## src/rtl/sckdiv_pkg.sv

```systemverilog
package sckdiv_pkg;
  // Strobes from the control to the half-period counter
  typedef struct packed {
    logic clear;    // hold the counter at zero (block disabled)
    logic restart;  // half period finished, start counting again
  } cntStrobe_t;
endpackage

```

## src/rtl/sckdiv_law.sv

```systemverilog
// Combinational front end: turns the selected code into a half-period
// limit (half period in source cycles, minus one).
module sckdiv_law #(
  parameter int POW_W = 3,
  parameter int ENH_W = 8,
  parameter int LIM_W = 8
) (
  input  logic             pathSel,
  input  logic [POW_W-1:0] powCode,
  input  logic [ENH_W-1:0] enhCode,
  output logic [LIM_W-1:0] newLimit
);
  logic [LIM_W:0]   powSpan;
  logic [LIM_W-1:0] powLimit;
  logic [LIM_W-1:0] enhLimit;

  always_comb begin
    // half period of the binary path is 2^(code+1) cycles
    powSpan  = (LIM_W+1)'(2) << powCode;
    powLimit = LIM_W'(powSpan - 1'b1);
    // half period of the linear path is code+1 cycles
    enhLimit = LIM_W'(enhCode);
    newLimit = pathSel ? enhLimit : powLimit;
  end
endmodule

```

## src/rtl/sckdiv_dpath.sv

```systemverilog
// Half-period counter.
module sckdiv_dpath
  import sckdiv_pkg::*;
#(
  parameter int LIM_W = 8
) (
  input  logic             clk,
  input  logic             rstN,
  input  cntStrobe_t       strobe,
  input  logic [LIM_W-1:0] limit,
  output logic             atEnd
);
  logic [LIM_W-1:0] cntQ;

  assign atEnd = (cntQ == limit);

  always_ff @(posedge clk) begin
    if (!rstN) begin
      cntQ <= '0;
    end else if (strobe.clear || strobe.restart) begin
      cntQ <= '0;
    end else begin
      cntQ <= cntQ + 1'b1;
    end
  end

  // the count never runs past the limit held by the control
  a_r8_count_in_range: assert property (@(posedge clk) disable iff (!rstN)
    cntQ <= limit);
endmodule

```

## src/rtl/sckdiv_ctrl.sv

```systemverilog
// Control: owns the active limit, the half-period phase, the tick and the
// serial-clock level.
module sckdiv_ctrl
  import sckdiv_pkg::*;
#(
  parameter int LIM_W = 8
) (
  input  logic             clk,
  input  logic             rstN,
  input  logic             enable,
  input  logic             busy,
  input  logic [LIM_W-1:0] newLimit,
  input  logic             atEnd,
  output cntStrobe_t       strobe,
  output logic [LIM_W-1:0] activeLimit,
  output logic             tick,
  output logic             sck
);
  logic [LIM_W-1:0] limitQ;
  logic             phaseQ;   // 1 while in the second half of a period
  logic             tickQ;
  logic             sckQ;

  always_comb begin
    strobe.clear   = !enable;
    strobe.restart = enable && atEnd;
  end

  always_ff @(posedge clk) begin
    if (!rstN) begin
      limitQ <= '0;
      phaseQ <= 1'b0;
      tickQ  <= 1'b0;
      sckQ   <= 1'b0;
    end else if (!enable) begin
      limitQ <= newLimit;
      phaseQ <= 1'b0;
      tickQ  <= 1'b0;
      sckQ   <= 1'b0;
    end else begin
      tickQ <= atEnd;
      if (atEnd) begin
        phaseQ <= !phaseQ;
        if (phaseQ) limitQ <= newLimit;
        sckQ <= busy ? !sckQ : 1'b0;
      end
    end
  end

  assign activeLimit = limitQ;
  assign tick        = tickQ;
  assign sck         = sckQ;

  // a disabled cycle leaves both outputs low
  a_r5_quiet_when_off: assert property (@(posedge clk) disable iff (!rstN)
    !$past(enable) |-> (!tickQ && !sckQ));

  // while enabled, the level moves only together with a tick
  a_r7_level_moves_on_tick: assert property (@(posedge clk) disable iff (!rstN)
    ($past(enable) && !$stable(sckQ)) |-> tickQ);

  // the active limit is replaced only at a tick that closes a period
  a_r6_reload_at_period_end: assert property (@(posedge clk) disable iff (!rstN)
    ($past(enable) && !$stable(limitQ)) |-> (tickQ && !phaseQ));

  // a tick lasts one cycle unless the half period is a single cycle
  a_r8_single_cycle_tick: assert property (@(posedge clk) disable iff (!rstN)
    (tickQ && (limitQ != '0) && enable) |=> !tickQ);
endmodule

```

## src/rtl/dual_sck_divider.sv

```systemverilog
// Thin top: divisor law, control and half-period counter.
module dual_sck_divider
  import sckdiv_pkg::*;
#(
  parameter int POW_W = 3,
  parameter int ENH_W = 8
) (
  input  logic             clk,
  input  logic             rstN,
  input  logic             enable,
  input  logic             busy,
  input  logic             pathSel,
  input  logic [POW_W-1:0] powCode,
  input  logic [ENH_W-1:0] enhCode,
  output logic             halfTick,
  output logic             sckOut
);
  localparam int POW_LIM_W = 1 << POW_W;
  localparam int LIM_W = (POW_LIM_W > ENH_W) ? POW_LIM_W : ENH_W;

  logic [LIM_W-1:0] newLimit;
  logic [LIM_W-1:0] activeLimit;
  logic             atEnd;
  cntStrobe_t       strobe;

  sckdiv_law #(.POW_W(POW_W), .ENH_W(ENH_W), .LIM_W(LIM_W)) law_i (
    .pathSel  (pathSel),
    .powCode  (powCode),
    .enhCode  (enhCode),
    .newLimit (newLimit)
  );

  sckdiv_ctrl #(.LIM_W(LIM_W)) ctrl_i (
    .clk         (clk),
    .rstN        (rstN),
    .enable      (enable),
    .busy        (busy),
    .newLimit    (newLimit),
    .atEnd       (atEnd),
    .strobe      (strobe),
    .activeLimit (activeLimit),
    .tick        (halfTick),
    .sck         (sckOut)
  );

  sckdiv_dpath #(.LIM_W(LIM_W)) dpath_i (
    .clk    (clk),
    .rstN   (rstN),
    .strobe (strobe),
    .limit  (activeLimit),
    .atEnd  (atEnd)
  );
endmodule

```

## config.mk

```make
export PLATFORM = sky130hd
export DESIGN_NAME = dual_sck_divider
export DESIGN_NICKNAME = d
export VERILOG_FILES = /design/src/rtl/sckdiv_pkg.sv /design/src/rtl/sckdiv_law.sv /design/src/rtl/sckdiv_dpath.sv /design/src/rtl/sckdiv_ctrl.sv /design/src/rtl/dual_sck_divider.sv
export SDC_FILE = /design/constraint.sdc
export NUM_CORES = 1
export LEC_CHECK = 0
export BUFFER_PORTS_ARGS = -buffer_cell sky130_fd_sc_hd__buf_2
export CORE_ASPECT_RATIO = 0.9
export CORE_UTILIZATION = 35
export CTS_CLUSTER_SIZE = 40
export DETAILED_ROUTE_END_ITERATION = 12
export HOLD_SLACK_MARGIN = 0.12
export PLACE_DENSITY = 0.56
export SLEW_MARGIN = 20
export SYNTH_ARGS = -nofsm -noshare
export SYNTH_HDL_FRONTEND = slang
export SYNTH_HIERARCHICAL = 1
export SYNTH_SLANG_ARGS = --single-unit
```

## constraint.sdc

```tcl
create_clock -name clk -period 2 [get_ports clk]
set_input_delay 0.4 -clock clk [delete_from_list [all_inputs] [get_ports clk]]
set_output_delay 0.4 -clock clk [all_outputs]
set_load 0.1 [all_outputs]
```

# Yosys cells after proc, flatten, opt, wreduce, memory -nomap -nowiden
# Index checks and enable logic that the tools add are counted.
# totals
register_bits	19
inputBits	16
# op_classes
bitwise	1
eq_ne	3
mux	5
reduce_logical	8
add_sub_neg	2
shifts	1
# ops
operator	count
2-to-1 mux 8 bit	4
adder 8 x 1 -> 8 bit (second input constant)	1
== test 8 bit	1
left shift 2 x 3 -> 8 bit (first input constant)	1
subtractor 8 x 1 -> 8 bit (second input constant)	1
inequality test 2 x 1 -> 1 bit (second input constant)	2
AND reduction 2 bit	2
logical NOT 1 bit	3
OR reduction 2 bit	1
logical AND 1 bit	1
logical OR 1 bit	1
2-to-1 mux 1 bit	1
inverter 1 bit	1

# Depth between registers and ports, before layout
# Gate-level depths: netlist of run 1.
# logic_depth
depth_word	6
mapped_depth	9

# Modules after synthesis
# The synthesis of run 1 kept the hierarchy.
# modules_own_cells
module	cells_each	n_inst	area_per_inst_um2
sckdiv_ctrl	48	1	454.2
sckdiv_dpath	47	1	411.6
sckdiv_law	28	1	190.2

# Worst setup path before layout of run 1
# Ideal clock, no wire load.
# synth_timing
path_type	flip-flop to flip-flop
from	register dpath_i.cntQ[2]
to	register dpath_i.cntQ[7]
stages_incl_launch_ff	10
arrival_time_ps	1989
synth_period_minus_slack_ps	2048
n_path_buf	2
path_slack_ps	-48
path_cell_list	dfxtp_1 clkbuf_1 xnor2_1 nand4_1 nor2_1 and2_2 or3b_1 buf_2 or4_1 nand2_1
# synth_rtl
element	line	text
start: declaration	sckdiv_dpath.sv:13	logic [LIM_W-1:0] cntQ;
start signal: assignment	sckdiv_dpath.sv:23	cntQ <= cntQ + 1'b1;

==> results of run 1 <==
metal layers:
metal	track usage	wire [um]	share of wire
met5	0	0	0
met4	0.0581	10	0.0049
met3	0.0216	37	0.018
met2	0.257	1010	0.50
met1	0.172	969	0.48
how the worst min path moves through the flow:
stage	startpoint	end	slack [ns]	depth (start not counted)
6_report	busy	ctrl_i/sck$_SDFFE_PN0P_	0.36	3
5_1_grt	busy	ctrl_i/sck$_SDFFE_PN0P_	0.37	3
4_1_cts	busy	ctrl_i/sck$_SDFFE_PN0P_	0.35	3
3_5_place_dp	ctrl_i/activeLimit[1]$_SDFFE_PN0P_	ctrl_i/activeLimit[1]$_SDFFE_PN0P_	0.48	2
3_3_place_gp	ctrl_i/activeLimit[1]$_SDFFE_PN0P_	ctrl_i/activeLimit[1]$_SDFFE_PN0P_	0.47	2
2_1_floorplan	dpath_i/cntQ[0]$_SDFF_PP0_	dpath_i/cntQ[0]$_SDFF_PP0_	0.45	1
stage by stage:
step / instance area, um^2 / setup slack, ns / std cells / util / hold slack (ns)
detailed placement: 1230 / 0.0674 / 185 / 0.439 / 0.478
global placement: 1230 / 0.115 / 185 / 0.439 / 0.466
floorplan: 1060 / 0.00792 / 123 / - / 0.451
finish: 1260 / 0.153 / 189 / 0.448 / 0.360
global route: 1260 / 0.0388 / 189 / 0.448 / 0.367
CTS: 1260 / 0.138 / 189 / 0.448 / 0.346
logic make-up after synthesis:
logic type	Yosys count
buffers and inverters	9
AND/OR/NAND/NOR	54
multiplexers	11
adder cells (fa/ha/maj)	2
XOR/XNOR	14
flip-flops	19
AO/OA/AOI/OAI	14
state kept, by name, indices dropped and copies added (netlist names):
signal / count
ctrl_i/activeLimit: 8
ctrl_i/sck: 1
ctrl_i/phaseQ: 1
ctrl_i/tick: 1
dpath_i/cntQ: 8
critical path: stages (launching register included):
cell and delay (ns):
dfxtp_1 0.35, xnor2_1 0.13, nand4_1 0.11, nor2_1 0.07
and2_2 0.17, or3b_1 0.39, or4_1 0.51, nand2_1 0.07
cell type report:
class	instances	area (um^2)
well taps	40	50.0
clock inverters	1	5.00
fillers	295	1550
inverters	3	11.3
multi-input cells	95	626
flip-flops and latches	19	380
clock buffers	3	22.5
repair buffers	28	168
placed cells by master, fill, tap and decap left out, types with 2 or more instances in the layout:
cell type	n
a21oi_1	4
a31oi_1	2
buf_2	17
buf_4	11
clkbuf_4	3
dfxtp_1	19
ha_1	2
inv_1	3
mux2_2	2
mux2i_1	9
nand2_1	25
nand2b_1	2
nand3_1	3
nand4_1	3
nor2_1	7
o21ai_0	5
or3_1	2
xnor2_1	11
xor2_1	3
power by group:
group | switching (uW) | internal, uW | leakage, uW
logic | 80.4 | 79.4 | 0.000355
registers | 13.4 | 397 | 0.000155
clock network | 119 | 74.4 | 0.0000177
==> metrics, run 1 <==
final setup fails 0; CP arrival 2.10 ns; Vias 888; main combinational cell family by area after synthesis simple AND/OR/NAND/NOR gates; Hold-fix buffers, CTS 0; DRT iter0 DRCs 14; Setup Crit Path Kind register to register; Pleak 0.000528 uW; initial core utilization 0.375; worst r2r path cells 7; worst min path class primary input to register; cell area power density 605 nW/um^2; Layout Skew about 0.0044 ns; Longest Clk Path Bufs 2; simple-gate share of the synthesized area 0.264; clock transition at the registers of the reported paths approximately 0.11 ns; synth-to-layout area growth 19.5%; RSZ-0062 raised after global routing false; register area share after synthesis 0.360; Die X between 50 and 60 um; area of the core 2820 um^2; status finished, final reports clean; cells after synthesis 123; Mapped Area 1060 um^2; most common cell in the netlist nand2_1; initial antenna violation count 0; Die H 54.1 um; vias in the first global route 834; number of synthesized flops with an enable pin 0; f_max 541 MHz; mux share of post-synthesis cell area 0.107; first-pass GRT wire length between 3000 and 4000 um; TritonCTS clock tree built; minimum clock period between 1.5 and 2 ns; WL final 2030 um; share of the synthesized area in the top cell type 0.360; worst reg2reg setup slack 0.15 ns; post-CTS setup buffer count 0; endpoints failing hold 0; total I/O pin count 18; Post-CTS Resized 0; XOR/XNOR Fraction of Synth Area 0.116; Global Route Usage Sum 0.144; synthesized flop and latch total 19; Sink Count 19; gpl congestion 0.789; crit path capture dpath_i/cntQ[7]$_SDFF_PP0_; Num CTS Buffers 3; DRC 0; capturing point of the worst reg2reg path dpath_i/cntQ[7]$_SDFF_PP0_; largest net degree at the start of global routing 20; Port Buffers 17; post-route ant nets 0; Slew HR 0.677; leading area contributor after synthesis dfxtp_1; synthesized area per cell 8.59 um^2; antenna diode count 0; Post-DP HPWL 1650 um; CP endpoint kind register; Total Power 764 uW; commonest cells in the synthesized netlist nand2_1 (25), dfxtp_1 (19), xnor2_1 (11); clk_lat worst skew 0.29 ns; CP Launch Point dpath_i/cntQ[7]$_SDFF_PP0_; worst-margin pin slew between 0.4 and 0.5 ns; root buffer cell clkbuf_4; Synth Area in Adders 0.0237; Max VDD drop between 0.3 and 0.4 mV; reg2reg start dpath_i/cntQ[7]$_SDFF_PP0_; layout cells sized above 1 0.268; ranking of synthesized cells by area dfxtp_1 (36%), xnor2_1 (9.1%), nand2_1 (8.9%); CP Launch Type register; final net count 168; Crit path required time 2.25 ns; htree depth 1; post-DR wirelength/cell between 10 and 15 um; Ys Warns 6; routed vias/inst 4.70; Slew Viols, Final 0; Synth cell types 35; Setup TNS 0 ns; Synth Flop Type dfxtp_1; iteration count of the initial detailed-routing pass 4; CP Max Fanout 3; gr ovfl total 0; die area 3240 um^2; Async SR Flop Fraction 0; Maximum Capacitance Violations 0; syn nets 141; compound-cell area share of the yosys netlist 0.0818; Tcrit/Tclk final 0.924; cell row count 18
(Power assumes the default switching activity.)
==> run 2: changes to the inputs <==
Settings changed: CORE_MARGIN from default to 2, SYNTH_HIERARCHICAL 1 to default.
==> metrics, run 2 <==
Hold-fix buffers, CTS 0 (unchanged); Mapped Area 1010 um^2 (was 1060 um^2); hold path depth 3 (unchanged); Global Route met2 Usage 0.240 (was 0.257); Setup Crit Path Kind primary input to register (was register to register); M1 GR Usage 0.154 (was 0.172); TritonCTS clock tree built (unchanged); worst r2r path cells 4 (was 7); initial antenna violation count 0 (unchanged); worst reg2reg setup slack 0.56 ns (was 0.15 ns); clk_lat worst skew 0.30 ns (was 0.29 ns); CP Launch Type primary input (was register); Synth cell types 30 (was 35); Sink Count 19 (unchanged); area of the core 2750 um^2 (was 2820 um^2); Hold Crit Start busy (unchanged); iteration count of the initial detailed-routing pass 4 (unchanged); Die H 55.0 um (was 54.1 um); first-pass GRT wire length 3250 um (was 3440 um); status finished, final reports clean (unchanged); setup slack after layout 0.333 ns (was 0.153 ns); RSZ-0062 raised after global routing false (unchanged); Vias 843 (was 888); final setup fails 0 (unchanged); initial core utilization 0.368 (was 0.375); DRT iter0 DRCs 36 (was 14); CP Launch Point powCode[1] (was dpath_i/cntQ[7]$_SDFF_PP0_); reg2reg start dpath_i.cntQ[6]$_SDFF_PP0_ (was dpath_i/cntQ[7]$_SDFF_PP0_); Pleak 0.000462 uW (was 0.000528 uW); Setup TNS 0 ns (unchanged); synth-to-layout area growth 15.6% (was 19.5%); antenna diode count 0 (unchanged); largest net degree at the start of global routing 18 (was 20); hold endpoint ctrl_i.sck$_SDFFE_PN0P_ (was ctrl_i/sck$_SDFFE_PN0P_); Placed Area 1140 um^2 (was 1230 um^2); layout cells sized above 1 0.194 (was 0.268); die area 3340 um^2 (was 3240 um^2); CP endpoint kind register (unchanged); Slew HR 0.679 (was 0.677); met3 GRT Util 0.0488 (was 0.0216); Hold WS 0.358 ns (was 0.360 ns); minimum clock period 1.67 ns (was 1.85 ns); Ys Warns 0 (was 6); Die X 60.7 um (was 59.9 um); Port Buffers 17 (unchanged); post-CTS setup buffer count 0 (unchanged); routed vias/inst 4.84 (was 4.70); total I/O pin count 18 (unchanged); Max VDD drop 0.276 mV (was 0.335 mV); clock transition at the registers of the reported paths 0.11 ns (about the same); gr ovfl total 0 (unchanged); Crit path required time 2.23 ns (was 2.25 ns); Slew Viols, Final 0 (unchanged); DRC 0 (unchanged); capturing point of the worst reg2reg path ctrl_i.activeLimit[4]$_SDFFE_PN0P_ (was dpath_i/cntQ[7]$_SDFF_PP0_); synthesized area per cell 8.80 um^2 (was 8.59 um^2); busiest metal layer after global routing met2 (unchanged); CP Max Fanout 7 (was 3); vias in the first global route 791 (was 834); synthesized flop and latch total 19 (unchanged); WL final 1850 um (was 2030 um); number of synthesized flops with an enable pin 0 (unchanged); Synth Flop Type dfxtp_1 (unchanged); worst min path class primary input to register (unchanged); root buffer cell clkbuf_4 (unchanged); Num CTS Buffers 3 (unchanged); f_max 600 MHz (was 541 MHz); most common cell in the netlist dfxtp_1 (was nand2_1); Tcrit/Tclk final 0.833 (was 0.924); DP Worst Slack 0.0358 ns (was 0.0674 ns); worst-margin pin slew 0.484 ns (was 0.488 ns); gpl congestion 0.809 (was 0.789); register area share after synthesis 0.376 (was 0.360); share of the synthesized area in the top cell type 0.376 (was 0.360); Longest Clk Path Bufs 2 (unchanged); post-DR wirelength/cell 10.6 um (was 10.7 um); commonest non-fill, non-tap cell in the layout dfxtp_1 (was nand2_1); design area 1170 um^2 (was 1260 um^2); commonest cells in the synthesized netlist dfxtp_1 (19), nand2_1 (17), xnor2_1 (10) (was nand2_1 (25), dfxtp_1 (19), xnor2_1 (11)); Post-CTS Resized 0 (unchanged); syn nets 133 (was 141); Post-DP HPWL 1480 um (was 1650 um); endpoints failing hold 0 (unchanged); cell row count 18 (unchanged); Global Route Usage Sum 0.135 (was 0.144); final net count 153 (was 168); post-route ant nets 0 (unchanged); htree depth 1 (unchanged); cells after synthesis 115 (was 123); CP arrival 1.89 ns (was 2.10 ns); Layout Skew 0.0140 ns (was 0.00440 ns); Async SR Flop Fraction 0 (unchanged); cell area power density 647 nW/um^2 (was 605 nW/um^2); commonest cells after routing, fill and taps aside dfxtp_1 (19), nand2_1 (17), buf_2 (17), xnor2_1 (10), nor2_1 (9) (was nand2_1 (25), dfxtp_1 (19), buf_2 (17), xnor2_1 (11), buf_4 (11)); ranking of synthesized cells by area dfxtp_1 (38%), xnor2_1 (8.7%), mux2i_1 (7.9%) (was dfxtp_1 (36%), xnor2_1 (9.1%), nand2_1 (8.9%)); leading area contributor after synthesis dfxtp_1 (unchanged); Maximum Capacitance Violations 0 (unchanged)
-- run 2: cell count changes in the layout (fill, tap and decap cells not counted), sizes merged, moves of 2 or more --
cell and delta:
xor2 +3, nor2 +2, and2 -2, nand2 -8
a21oi -2, o211ai +2, and4 +2, buf -10
-- run 2: worst max-delay path by stage --
stage	end	slack [ns]	depth (start not counted)
after floorplan	ctrl_i.activeLimit[5]$_SDFFE_PN0P_	0.21	6
after global placement	ctrl_i.activeLimit[5]$_SDFFE_PN0P_	0.1	7
after detailed placement	ctrl_i.activeLimit[5]$_SDFFE_PN0P_	0.04	7
after CTS	ctrl_i.activeLimit[5]$_SDFFE_PN0P_	0.35	7
after global routing	ctrl_i.activeLimit[5]$_SDFFE_PN0P_	0.25	7
final	ctrl_i.activeLimit[5]$_SDFFE_PN0P_	0.33	7
-- run 2: worst max-delay path, stage by stage --
cell,delay (ns)
buf_2,0.13
or3_1,0.39
ha_1,0.20
or3_1,0.30
a21boi_0,0.18
o221ai_1,0.15
mux2i_1,0.13
-- run 2: area by class of cell --
type                    instances  area, um^2
fillers                       284        1580
multi-input cells              90         609
flip-flops and latches         19         380
repair buffers                 18        92.6
well taps                      40        50.0
clock buffers                   4        26.3
inverters                       3        11.3
-- run 2: kinds of logic after synthesis --
logic type,synth area share
simple gates,0.232
flops,0.376
compound gates,0.116
xor+xnor,0.138
mux,0.0902
buf+inv,0.0222
fa+ha+maj,0.0247
-- run 2: metrics by stage --
stage / util / power, uW / instances
finish: 0.426 / 757 / 174
global route: 0.426 / 805 / 174
CTS: 0.426 / 765 / 174
detailed placement: 0.416 / 576 / 170
global placement: 0.416 / 572 / 170
floorplan: - / 533 / 115
-- run 2: power breakdown --
| part | switching, uW | internal [uW] | leakage (uW) |
|---|---|---|---|
| sequential | 14.6 | 397 | 0.000155 |
| combinational | 86.2 | 66.8 | 0.000292 |
| clock | 114 | 77.7 | 0.0000150 |
-- run 2: routing by layer --
metal  up-vias  part of all wire  routed length [um]
li1        435                 -                   -
met1       393              0.50                 920
met2        13              0.45                 838
met3         2             0.040                  74
met4         0            0.0081                  15
met5         -                 0                   0
